--- config.mk ---
export PLATFORM = sky130hd
export DESIGN_NAME = ula_sample_dump
export DESIGN_NICKNAME = d
export VERILOG_FILES = /design/src/rtl/ula_pkg.sv /design/src/rtl/ula_ringbuf.sv /design/src/rtl/ula_uart_tx.sv /design/src/rtl/ula_sample_dump.sv
export SDC_FILE = /design/constraint.sdc
export NUM_CORES = 1
export LEC_CHECK = 0
export ABC_AREA = 0
export ABC_CLOCK_PERIOD_IN_PS = 6300
export BUFFER_PORTS_ARGS = -buffer_cell sky130_fd_sc_hd__buf_4
export CORE_UTILIZATION = 65
export DETAILED_ROUTE_END_ITERATION = 16
export GPL_ROUTABILITY_DRIVEN = 0
export GPL_TIMING_DRIVEN = 0
export MAX_ROUTING_LAYER = met4
export PLACE_DENSITY = 0.82
export SKIP_LAST_GASP = 1
export SLEW_MARGIN = 20
export SYNTH_ARGS = -nofsm -noshare
export SYNTH_HDL_FRONTEND = slang
export SYNTH_SLANG_ARGS = --single-unit
export TNS_END_PERCENT = 10
--- constraint.sdc ---
create_clock -name clk -period 6.3 [get_ports clk]
set_input_delay 0.315 -clock clk [delete_from_list [all_inputs] [get_ports clk]]
set_output_delay 0.315 -clock clk [all_outputs]
set_load 0.1 [all_outputs]
--- src/rtl/ula_pkg.sv ---
package ula_pkg;

    typedef enum logic [1:0] {
        ST_ARMED   = 2'd0,
        ST_CAPTURE = 2'd1,
        ST_SEND    = 2'd2,
        ST_WAIT    = 2'd3
    } ula_state_e;

    localparam int unsigned FRAME_BITS = 10;

endpackage

--- src/rtl/ula_ringbuf.sv ---
module ula_ringbuf #(
    parameter int unsigned WIDTH = 12,
    parameter int unsigned DEPTH = 32,
    localparam int unsigned AW   = (DEPTH > 1) ? $clog2(DEPTH) : 1
) (
    input  logic             clk,
    input  logic             rst_n,
    input  logic             wr_en,
    input  logic [WIDTH-1:0] wr_data,
    input  logic [AW-1:0]    rd_addr,
    output logic [AW-1:0]    wr_addr,
    output logic [WIDTH-1:0] rd_data
);

    localparam logic [AW-1:0] LAST_SLOT = AW'(DEPTH - 1);

    logic [WIDTH-1:0] store [DEPTH];
    logic [AW-1:0]    head;

    always_ff @(posedge clk) begin
        if (!rst_n) begin
            head <= '0;
        end else if (wr_en) begin
            head <= (head == LAST_SLOT) ? '0 : head + 1'b1;
        end
    end

    always_ff @(posedge clk) begin
        if (wr_en) begin
            store[head] <= wr_data;
        end
    end

    assign wr_addr = head;
    assign rd_data = store[rd_addr];

endmodule

--- src/rtl/ula_uart_tx.sv ---
module ula_uart_tx #(
    parameter int unsigned DIVISOR = 434
) (
    input  logic       clk,
    input  logic       rst_n,
    input  logic       start,
    input  logic [7:0] data,
    output logic       tx,
    output logic       busy,
    output logic       done
);

    import ula_pkg::*;

    localparam int unsigned DIVW = (DIVISOR > 1) ? $clog2(DIVISOR) : 1;
    localparam logic [DIVW-1:0] DIV_LAST = DIVW'(DIVISOR - 1);
    localparam logic [3:0] BIT_LAST = 4'(FRAME_BITS - 1);

    logic [FRAME_BITS-1:0] shreg;
    logic [DIVW-1:0]       divcnt;
    logic [3:0]            bitcnt;
    logic                  div_wrap;

    assign div_wrap = (divcnt == DIV_LAST);

    always_ff @(posedge clk) begin
        if (!rst_n) begin
            shreg  <= '1;
            divcnt <= '0;
            bitcnt <= '0;
            busy   <= 1'b0;
        end else if (start && !busy) begin
            shreg  <= {1'b1, data, 1'b0};
            divcnt <= '0;
            bitcnt <= '0;
            busy   <= 1'b1;
        end else if (busy) begin
            if (div_wrap) begin
                divcnt <= '0;
                shreg  <= {1'b1, shreg[FRAME_BITS-1:1]};
                if (bitcnt == BIT_LAST) begin
                    busy <= 1'b0;
                end else begin
                    bitcnt <= bitcnt + 1'b1;
                end
            end else begin
                divcnt <= divcnt + 1'b1;
            end
        end
    end

    assign tx   = busy ? shreg[0] : 1'b1;
    assign done = busy && div_wrap && (bitcnt == BIT_LAST);

endmodule

--- src/rtl/ula_sample_dump.sv ---
module ula_sample_dump #(
    parameter int unsigned SAMPLE_W    = 12,
    parameter int unsigned DEPTH       = 32,
    parameter int unsigned PRE_SAMPLES = 1,
    parameter int unsigned DIVISOR     = 434
) (
    input  logic                clk,
    input  logic                rst_n,
    input  logic [SAMPLE_W-1:0] sample_in,
    input  logic                trigger,
    output logic                sampling,
    output logic                complete,
    output logic                idle,
    output logic                tx
);

    import ula_pkg::*;

    localparam int unsigned PAD_W   = 1 << $clog2(SAMPLE_W);
    localparam int unsigned N_BYTES = (PAD_W + 7) / 8;
    localparam int unsigned BUF_W   = N_BYTES * 8;
    localparam int unsigned AW      = (DEPTH > 1) ? $clog2(DEPTH) : 1;
    localparam int unsigned BW      = (N_BYTES > 1) ? $clog2(N_BYTES) : 1;
    localparam int unsigned POST    = DEPTH - PRE_SAMPLES;
    localparam int unsigned CW      = $clog2(DEPTH + 1);

    localparam logic [CW-1:0] POST_LAST = CW'(POST - 1);
    localparam logic [AW-1:0] SMP_LAST  = AW'(DEPTH - 1);
    localparam logic [BW-1:0] BYTE_LAST = BW'(N_BYTES - 1);
    localparam logic [AW:0]   DEPTH_X   = (AW + 1)'(DEPTH);

    ula_state_e state, state_nx;

    logic [CW-1:0]       post_cnt;
    logic [AW-1:0]       smp_cnt;
    logic [BW-1:0]       byte_idx;
    logic                wr_en;
    logic [AW-1:0]       wr_addr;
    logic [AW-1:0]       rd_addr;
    logic [AW:0]         rd_sum;
    logic [SAMPLE_W-1:0] rd_data;
    logic [BUF_W-1:0]    rd_wide;
    logic [7:0]          byte_lane [N_BYTES];
    logic [7:0]          tx_byte;
    logic                tx_start;
    logic                tx_busy;
    logic                tx_done;
    logic                last_byte;

    // Sample store: frozen while dumping, so wr_addr then points at the oldest entry.
    ula_ringbuf #(
        .WIDTH (SAMPLE_W),
        .DEPTH (DEPTH)
    ) u_buf (
        .clk     (clk),
        .rst_n   (rst_n),
        .wr_en   (wr_en),
        .wr_data (sample_in),
        .rd_addr (rd_addr),
        .wr_addr (wr_addr),
        .rd_data (rd_data)
    );

    ula_uart_tx #(
        .DIVISOR (DIVISOR)
    ) u_tx (
        .clk   (clk),
        .rst_n (rst_n),
        .start (tx_start),
        .data  (tx_byte),
        .tx    (tx),
        .busy  (tx_busy),
        .done  (tx_done)
    );

    // Read address: oldest slot plus the number of samples already sent, modulo DEPTH.
    assign rd_sum  = {1'b0, wr_addr} + {1'b0, smp_cnt};
    assign rd_addr = (rd_sum >= DEPTH_X) ? AW'(rd_sum - DEPTH_X) : rd_sum[AW-1:0];

    // Zero-extend to the padded width and split into byte lanes.
    assign rd_wide = BUF_W'(rd_data);

    for (genvar g = 0; g < N_BYTES; g++) begin : g_lane
        assign byte_lane[g] = rd_wide[g*8 +: 8];
    end

    assign tx_byte   = byte_lane[byte_idx];
    assign last_byte = (byte_idx == BYTE_LAST) && (smp_cnt == SMP_LAST);

    // State register
    always_ff @(posedge clk) begin
        if (!rst_n) begin
            state <= ST_ARMED;
        end else begin
            state <= state_nx;
        end
    end

    // Next-state logic
    always_comb begin
        state_nx = state;
        unique case (state)
            ST_ARMED: begin
                if (trigger) begin
                    state_nx = (POST == 1) ? ST_SEND : ST_CAPTURE;
                end
            end
            ST_CAPTURE: begin
                if (post_cnt == POST_LAST) begin
                    state_nx = ST_SEND;
                end
            end
            ST_SEND: begin
                if (!tx_busy) begin
                    state_nx = ST_WAIT;
                end
            end
            ST_WAIT: begin
                if (tx_done) begin
                    state_nx = last_byte ? ST_ARMED : ST_SEND;
                end
            end
            default: state_nx = ST_ARMED;
        endcase
    end

    // Outputs of the state machine
    always_comb begin
        wr_en    = 1'b0;
        tx_start = 1'b0;
        sampling = 1'b0;
        complete = 1'b0;
        unique case (state)
            ST_ARMED:   wr_en = 1'b1;
            ST_CAPTURE: begin
                wr_en    = 1'b1;
                sampling = 1'b1;
            end
            ST_SEND: begin
                complete = 1'b1;
                tx_start = !tx_busy;
            end
            ST_WAIT:    complete = 1'b1;
            default: ;
        endcase
    end

    assign idle = !tx_busy;

    // Counters for capture length and dump position
    always_ff @(posedge clk) begin
        if (!rst_n) begin
            post_cnt <= '0;
            smp_cnt  <= '0;
            byte_idx <= '0;
        end else begin
            unique case (state)
                ST_ARMED: begin
                    smp_cnt  <= '0;
                    byte_idx <= '0;
                    post_cnt <= trigger ? CW'(1) : '0;
                end
                ST_CAPTURE: post_cnt <= post_cnt + 1'b1;
                ST_SEND: ;
                ST_WAIT: begin
                    if (tx_done) begin
                        if (byte_idx == BYTE_LAST) begin
                            byte_idx <= '0;
                            smp_cnt  <= smp_cnt + 1'b1;
                        end else begin
                            byte_idx <= byte_idx + 1'b1;
                        end
                    end
                end
                default: ;
            endcase
        end
    end

endmodule

### Word level (Yosys, flattened, before mapping)

Memories as Yosys holds them, arrays and structs flattened.
Index checks and enable logic that the tools add are counted.

| storage, ports and cells | value |
|---|---|
| flip-flop bits (word level) | 42 |
| bits in latches | 0 |
| memory bits (writable) | 384 |
| memory bits (read-only) | 0 |
| bits of input ports | 15 |
| word-level logic and storage cells | 88 |
| memories | 1 |

Memories:

| name | words | width | read ports | clocked after memory_dff | wr ports | RTL line | source |
|---|---|---|---|---|---|---|---|
| u_buf.store | 32 | 12 | 1 | 0 | 1 | ula_ringbuf.sv:17 | `logic [WIDTH-1:0] store [DEPTH];` |

| operators by class | value |
|---|---|
| add/sub/neg operators | 8 |
| multipliers | 0 |
| divide/modulo/power cells | 0 |
| $lt $le $gt $ge | 2 |
| eq/ne operators | 13 |
| shift-type cells | 0 |
| multiplexer cells | 34 |
| bitwise gates (word level) | 3 |
| reduce and logical (&&, ||, !) cells | 18 |

Operators with widths:

| kind | number |
|---|---|
| two-way mux 9 bit | 4 |
| two-way mux 8 bit | 3 |
| two-way mux 5 bit | 4 |
| two-way mux 1 bit | 14 |
| case mux 6 bit (2 select lines) | 1 |
| adder 5 x 1 -> 5 bit, second input constant | 2 |
| equality test 5 bit, second input constant | 2 |
| two-way mux 2 bit | 5 |
| inequality test 2 bit, second input constant | 5 |
| case mux 5 bit (2 select lines) | 1 |
| adder 9 x 1 -> 9 bit, second input constant | 1 |
| equality test 9 bit, second input constant | 1 |
| case mux 2 bit (4 select lines) | 1 |
| nonzero test 2 bit | 4 |
| adder 5 x 5 -> 6 bit | 1 |
| adder 6 x 1 -> 6 bit, second input constant | 1 |
| equality test 6 x 5 -> 1 bit, second input constant | 1 |
| greater-or-equal comparator 6 bit, second input constant | 1 |
| AND reduction 3 bit | 2 |
| OR reduction 2 bit | 3 |
| subtractor 5 x 1 -> 5 bit, second input constant | 1 |
| adder 4 x 1 -> 4 bit, second input constant | 1 |
| equality test 2 bit, second input constant | 2 |
| equality test 4 bit, second input constant | 1 |
| 11 further kinds | 16 |

### Logic depth before layout (Yosys ltp)

Gate-level depths: netlist of run 1.
An unclocked memory read counts as a cell.

| logic depth | value |
|---|---|
| depth in word-level cells | 8 |
| mapped depth | 12 |
| depth with buffers taken out | 10 |

### Hierarchy

Synthesis of run 1 repeated with hierarchy kept, for this count alone.

| unflattened totals | value |
|---|---|
| cell total of the unflattened synthesis | 1,133 |
| area total of the unflattened synthesis | 17,725.8 µm² |

By module, submodules not included:

| module | instances | cells each | area each (µm²) |
|---|---|---|---|
| ula_ringbuf | 1 | 890 | 15,534.9 |
| ula_uart_tx | 1 | 132 | 1,203.7 |
| ula_sample_dump | 1 | 111 | 987.2 |

### Worst setup path after synthesis of run 1

No wires, ideal clock.

| path | value |
|---|---|
| path kind | reg2reg |
| from | register u_buf.head[0], in the netlist u_buf.wr_addr[0] |
| to | register u_tx.shreg[1] |
| library setup time | 0.134 ns |
| arrival | 2.945 ns |
| data required time | 6.166 ns |
| path slack | 3.221 ns |
| cell stages (with the launch flop) | 12 |
| cells stage by stage | dfxtp_1 -> ha_1 -> inv_1 -> fa_1 -> buf_2 -> buf_1 -> mux4_2 -> o21ai_0 -> a22oi_1 -> a311oi_1 -> a211oi_1 -> or4_1 |

| between the ends | value |
|---|---|
| cells in the longest elaborated chain, start to end | 8 |
| elaborated cells between the ends (all ways) | 9 |
| classes of those cells | add/sub: 2; order compare: 1; mux: 5; memory: 1 |

RTL lines:

| what | RTL line | source |
|---|---|---|
| start, declared | ula_ringbuf.sv:18 | `logic [AW-1:0] head;` |
| start signal, assigned | ula_ringbuf.sv:24 | `head <= (head == LAST_SLOT) ? '0 : head + 1'b1;` |
| adder 5 x 5 -> 6 bit (*) | ula_sample_dump.sv:77 | `assign rd_sum = {1'b0, wr_addr} + {1'b0, smp_cnt};` |
| subtractor 5 x 1 -> 5 bit or greater-or-equal comparator 6 bit (tied branches) | ula_sample_dump.sv:78 | `assign rd_addr = (rd_sum >= DEPTH_X) ? AW'(rd_sum - DEPTH_X) : rd_sum[AW-1:0];` |
| two-way mux 5 bit (*) | ula_sample_dump.sv:78 |  |
| memory (32 x 12 bit) (*) | - |  |
| two-way mux 8 bit (implied by the code) (*) (3 in series) | ula_sample_dump.sv:87 | `assign tx_byte = byte_lane[byte_idx];` |
| two-way mux 9 bit (*) | ula_uart_tx.sv:32 | `end else if (start && !busy) begin` |
| end signal, assigned | ula_uart_tx.sv:33 | `shreg <= {1'b1, data, 1'b0};` |
| end signal, assigned | ula_uart_tx.sv:40 | `shreg <= {1'b1, shreg[FRAME_BITS-1:1]};` |
| end, declared | ula_uart_tx.sv:19 | `logic [FRAME_BITS-1:0] shreg;` |

Every way passes the cells marked *; elsewhere a longest branch is shown, timed or not. The select of a mux whose other input is x is not followed.
A chain may end at the register's enable or synchronous reset.

### Worst setup path after layout of run 1

| path | value |
|---|---|
| from | register u_buf.head[0], in the netlist u_buf.wr_addr[0] |
| to | register u_tx.shreg[6] |

Same word-level chain as after synthesis.

==> impl_metrics.tcl, run 1 <==
set metrics [dict create \
    synth_edf_count 384 \
    start_kind "flop" \
    pwr_density_cell_mw_per_mm2 304 \
    finalCritPeriodShare_pct 68.8 \
    hpwl_um 25700 \
    dieArea_mm2 0.0272 \
    postSynthCellCount 1000 \
    io_pins 19 \
    cts_root_buf "clkbuf_16" \
    synth_common_cells "edfxtp_1, nand2_1, mux4_2, nor2_1, dfxtp_1" \
    clkSinkCount 426 \
    worstPathBufferInverterCount 3 \
    async_reset_ff_share_pct 0 \
    seq_power_share_pct 52.8 \
    synth.most_common_cell "edfxtp_1" \
    die_h_um 165 \
    grtUsageMet2_pct 52.0 \
    grt_max_degree 33 \
    drv_slew 0 \
    r2r-start "u_buf.wr_addr[0]$_SDFFE_PN0P_" \
    cts_max_path_buffers 3 \
    ys_seq_area_share_pct 71.8 \
    fin_cells 1448 \
    rsz0062_at_grt "no" \
    hold_path_class "in2reg" \
    yosys_most_used_dff "edfxtp_1" \
    vias 10100 \
    yosys_warnings 0 \
    p_clk_share_pct 40.9 \
    hold_violations 0 \
    whs_path_depth 1 \
    end_kind "flop" \
    crit_fanout 10 \
    yosys-top-cells-area "edfxtp_1, mux4_2, dfxtp_1" \
    tritoncts "yes" \
    nets 1115 \
    core_mm2 0.0261 \
    gr-usage-all-layers_pct 33.6 \
    switching_share_pct 21.7 \
    port_buffers 17 \
    synth_area_mm2 0.0172 \
    drt_iter0_markers 1456 \
    hold_end "u_buf.store[16][10]$_DFFE_PP_" \
    min_period_ns 4.34 \
    cp_common_cell "clkbuf_1" \
    setup_viol 0 \
    drc 0 \
    pre_cts_ws_ns 2.25 \
    cpLargestDelayFamily "buffers and inverters" \
    r2r_end "u_tx.shreg[6]$_SDFFE_PN1P_" \
    vdd_drop_max_mv 0.265 \
    cap_violations 0 \
    p_switching_uw 1280 \
    yosysUniqueCellTypes 57 \
    critical_path.slowest_cell "xor2_1" \
    area_growth_pct 13.0 \
    netlist.area_leader.share_pct 66.9 \
    cpPeakStageDelay_ns 0.74 \
    critPathArrivalTime_ns 4.79 \
    critPathKind "reg2reg" \
    synth_largest_area_cell "edfxtp_1" \
    met1_usage_pct 43.9 \
    slew_headroom_pct 24.5 \
    outcome "completed" \
    routed_wl_um 42500 \
    intPower_uw 4630 \
    fin_setup_tns_ns 0 \
    wl_per_cell_um 29.4 \
    die_w_um 165 \
    layout-drive-gt1-share_pct 23.3 \
    grt_pass1_vias 9850 \
    worstPathRequired_ns 6.75 \
    final_area_mm2 0.0195 \
    syn-num-nets 1033 \
    syn_area_per_cell_um2 17.2 \
    final_antenna_net_count 0 \
    ff2ff_path_depth 10 \
    cts_setup_buffers 0 \
    min_from "sample_in[10]" \
    place_inst 1373 \
    htree_levels 2 \
    dr.pass1.iters 5 \
    clock_latency_ns 0.54 \
    cts-resized-gates 0 \
    dpl_cell_area_mm2 0.0182 \
    via_per_inst 7.00 \
    clk_pin_slew_worst_paths_ns 0.06 \
    grt_pass1_wl_um 61800 \
    combPwrFrac_pct 6.3 \
    cts_hold_buf 0 \
    overflow 0 \
    layout_setup_ws_ns 1.96 \
    r2r_setup_slack_ns 1.96 \
    start_util_pct 66.1 \
    use_met3_pct 6.33 \
    worstPathCellList "ha_1 > inv_1 > fa_1 > xor2_1 > clkbuf_1 > clkbuf_1 > nand2_1 > a311oi_1 > nor2_1 > a21oi_1" \
    p_leak_uw 0.00641 \
    fmax_mhz 231 \
    synth_seq_cells 426 \
    num_rows 59 \
    numCtsBuffers 42 \
    top_usage_layer "met2" \
    clock_skew_ns 0.00969 \
    worst_slew_pin_slew_ns 1.13 \
    antenna_found_initial 0 \
]
## kinds of logic after synthesis
kind of cell    Yosys count  synth area share [%]
compound gates           98                  3.80
buf+inv                  69                  1.94
mux                     121                  13.4
simple gates            252                  6.92
xor+xnor                 16                 0.813
fa+ha+maj                18                  1.35
flops                   426                  71.8
## cell usage in the layout, fill, tap and decap left out, types with 6 or more instances in the layout
cell and instances:
clkbuf_16 43, nand3_1 21, edfxtp_1 384, nand4_1 8, o21ai_0 24, or3_1 7
buf_8 15, inv_1 15, nor2_1 36, nor2_2 32, nand2_1 95, buf_2 18
a32o_1 10, mux4_2 87, nor3_1 10, a21oi_1 24, buf_6 8, mux2i_1 29
ha_1 17, buf_4 27, xnor2_1 7, nor2b_1 9, xor2_1 9, and2_1 6
clkinv_1 10, dfxtp_1 42, clkbuf_1 28
## layer usage
metal,wire length (µm),up-vias
met4,1960,0
met1,15100,5031
met2,20700,840
met3,4700,155
met5,0,-
li1,-,4111
## registers in the layout, summed over array words and instances (netlist names)
name and flops:
byte_idx 1, state 2, u_tx.bitcnt 4, u_tx.divcnt 9, post_cnt 6, u_tx.shreg 9, u_tx.busy 1, u_buf.wr_addr 5
smp_cnt 5, u_buf.store 384
## how the worst max path moves through the flow
| stage | from | to | slack [ns] | cells past startpoint |
|---|---|---|---|---|
| floorplan | u_buf.wr_addr[0]$_SDFFE_PN0P_ | u_tx.shreg[1]$_SDFFE_PN1P_ | 3.22 | 11 |
| global placement | u_buf.wr_addr[0]$_SDFFE_PN0P_ | u_tx.shreg[2]$_SDFFE_PN1P_ | 2.32 | 12 |
| detailed placement | u_buf.wr_addr[0]$_SDFFE_PN0P_ | u_tx.shreg[2]$_SDFFE_PN1P_ | 2.25 | 12 |
| CTS | u_buf.wr_addr[0]$_SDFFE_PN0P_ | u_tx.shreg[6]$_SDFFE_PN1P_ | 2.10 | 11 |
| global route | u_buf.wr_addr[0]$_SDFFE_PN0P_ | u_tx.shreg[6]$_SDFFE_PN1P_ | 1.76 | 11 |
| finish | u_buf.wr_addr[0]$_SDFFE_PN0P_ | u_tx.shreg[6]$_SDFFE_PN1P_ | 1.96 | 10 |
## power groups by stage
stage	clock network (µW)	logic, µW	registers, µW
floorplan	0	219	3180
global route	2530	390	3120
CTS	2430	365	3120
finish	2420	372	3120
detailed placement	0	357	3180
global placement	0	338	3180
## stage by stage
step                total power, µW  hold WS [ns]  util (%)
detailed placement             3540         0.462      69.7
CTS                            5920         0.165      74.7
floorplan                      3400         0.414         -
global route                   6040         0.176      74.7
global placement               3520         0.457      68.2
finish                         5910         0.183      74.7
## final cells by class
| class | instances | area, µm² |
|---|---|---|
| diodes | 1 | 2.50 |
| plain buffers | 53 | 274 |
| multi-input cells | 505 | 4610 |
| fillers | 1431 | 6590 |
| clock inverters | 22 | 206 |
| repair buffers | 38 | 420 |
| clock buffers | 52 | 1110 |
| inverters | 16 | 60.1 |
| well taps | 335 | 419 |
| flip-flops and latches | 426 | 12400 |
Note: power is estimated with default switching activity, not from simulation.
==> inputs of run 2 (changes only) <==
ABC_CLOCK_PERIOD_IN_PS = 3900   (was 6300)
CORE_UTILIZATION = 57   (was 65)
PLACE_DENSITY = 0.76   (was 0.82)
clock period = 3.9 ns   (was 6.3 ns; I/O delays follow)
==> run 2 against run 1 <==
Compared with the run above: core utilization is 8.8 points lower; clock power up 67%; register-to-register slack got worse by 1.9 ns; via count fell by 5.5%; count of clock-buffer cells in the layout unchanged; sequential power increased by 62%; routed wire length shrank 5.8%; largest power group unchanged.
==> impl_metrics.tcl, run 2 (same netlist as run 1, synthesis figures left out) <==
set metrics [dict create \
    critPathArrivalTime_ns 4.25 \
    grt_max_degree 33 \
    place_inst 1427 \
    start_kind "flop" \
    area_growth_pct 13.6 \
    num_rows 63 \
    finalCritPeriodShare_pct 98.9 \
    nets 1114 \
    combPwrFrac_pct 6.1 \
    final_common_cell "edfxtp_1" \
    die_w_um 176 \
    rsz0062_at_grt "yes" \
    io_pins 19 \
    seq_power_share_pct 52.1 \
    start_util_pct 58.0 \
    pre_cts_ws_ns -0.137 \
    final_cell_mix "edfxtp_1, nand2_1, mux4_2, clkbuf_16, dfxtp_1" \
    slew_headroom_pct 35.6 \
    final_antenna_net_count 0 \
    final_area_mm2 0.0196 \
    numCtsBuffers 43 \
    grt_pass1_vias 9536 \
    min_period_ns 3.86 \
    hold_violations 0 \
    ff2ff_path_depth 12 \
    dr.pass1.iters 6 \
    overflow 0 \
    pwr_density_cell_mw_per_mm2 494 \
    grt_pass1_wl_um 59400 \
    setup_viol 0 \
    drc 0 \
    via_per_inst 6.37 \
    hold_path_class "in2reg" \
    dieArea_mm2 0.0309 \
    fin_setup_tns_ns 0 \
    cts_max_path_buffers 3 \
    regMostFlops "u_buf.store" \
    vias 9580 \
    worst_slew_pin_slew_ns 0.965 \
    layout_setup_ws_ns 0.0427 \
    die_h_um 176 \
    tritoncts "yes" \
    clock_latency_ns 0.54 \
    routed_wl_um 40100 \
    vdd_drop_max_mv 0.382 \
    gr-usage-all-layers_pct 27.6 \
    worstPathRequired_ns 4.29 \
    intPower_uw 7610 \
    cts_root_buf "clkbuf_16" \
    port_buffers 17 \
    top_regs "u_buf.store x384, u_tx.divcnt x9, u_tx.shreg x9" \
    cts_setup_buffers 0 \
    p_leak_uw 0.00646 \
    layout-drive-gt1-share_pct 23.5 \
    core_mm2 0.0297 \
    htree_levels 2 \
    dpl_cell_area_mm2 0.0182 \
    fin_cells 1504 \
    clkSinkCount 426 \
    p_switching_uw 2050 \
    switching_share_pct 21.2 \
    antenna_found_initial 1 \
    cap_violations 0 \
    whs_path_depth 2 \
    clk_pin_slew_worst_paths_ns 0.06 \
    largest_register_ffs 384 \
    outcome "completed" \
    end_kind "flop" \
    clock_skew_ns 0.0228 \
    fmax_mhz 259 \
    critPathKind "reg2reg" \
    drt_iter0_markers 1160 \
    wl_per_cell_um 26.7 \
    crit_fanout 10 \
    drv_slew 0 \
    hpwl_um 25300 \
    p_clk_share_pct 41.8 \
]
## run 2: metrics by stage
stage / util [%] / power, µW / hold slack, ns
3_3_place_gp: 60.1 / 5690 / 0.463
5_1_grt: 65.9 / 9900 / 0.0632
4_1_cts: 65.8 / 9690 / 0.0540
2_1_floorplan: - / 5490 / 0.294
3_5_place_dp: 61.2 / 5720 / 0.479
6_report: 65.9 / 9670 / 0.0677
## run 2: routing by layer
metal	track usage [%]	up-vias	routed length (µm)
met5	-	-	0
met4	9.57	0	1270
met3	4.98	91	3440
met2	43.7	529	19700
met1	36.4	4866	15700
li1	-	4094	-
## run 2: power groups by stage
| stage | logic [µW] | clock network, µW | registers, µW |
|---|---|---|---|
| 6_report | 591 | 4040 | 5040 |
| 5_1_grt | 625 | 4230 | 5040 |
| 4_1_cts | 588 | 4060 | 5040 |
| 3_5_place_dp | 584 | 0 | 5140 |
| 3_3_place_gp | 551 | 0 | 5130 |
| 2_1_floorplan | 354 | 0 | 5130 |
## run 2: critical path, cell delays in order (launching register included)
cell and delay [ns]:
dfxtp_1 0.49, ha_1 0.26, inv_1 0.07, fa_1 0.47
buf_2 0.22, buf_2 0.35, clkbuf_2 0.40, clkbuf_1 0.54
mux4_2 0.42, nand2_1 0.08, nand3_1 0.08, a31oi_1 0.20
o21ai_0 0.11
## run 2: area by class of cell
| cell class | count | area [µm²] |
|---|---|---|
| flip-flops and latches | 426 | 12400 |
| fillers | 1956 | 10100 |
| multi-input cells | 505 | 4620 |
| clock buffers | 52 | 1150 |
| well taps | 390 | 488 |
| repair buffers | 37 | 390 |
| plain buffers | 52 | 277 |
| clock inverters | 25 | 214 |
| inverters | 16 | 60.1 |
| diodes | 1 | 2.50 |
## run 2: worst paths after layout
check / slack, ns / endpoint / from
max: 0.04 / u_tx.shreg[7]$_SDFFE_PN1P_ / u_buf.wr_addr[0]$_SDFFE_PN0P_
min reg2reg: 0.49 / u_tx.shreg[0]$_SDFFE_PN1P_ / u_tx.shreg[1]$_SDFFE_PN1P_
max reg2reg: 0.04 / u_tx.shreg[7]$_SDFFE_PN1P_ / u_buf.wr_addr[0]$_SDFFE_PN0P_
min: 0.07 / u_tx.shreg[0]$_SDFFE_PN1P_ / rst_n
## run 2: timing repair
item                                    in CTS  in global routing
gates resized for setup                      2                  4
hold buffers                                 0                  0
endpoints found under the setup margin       5                  8
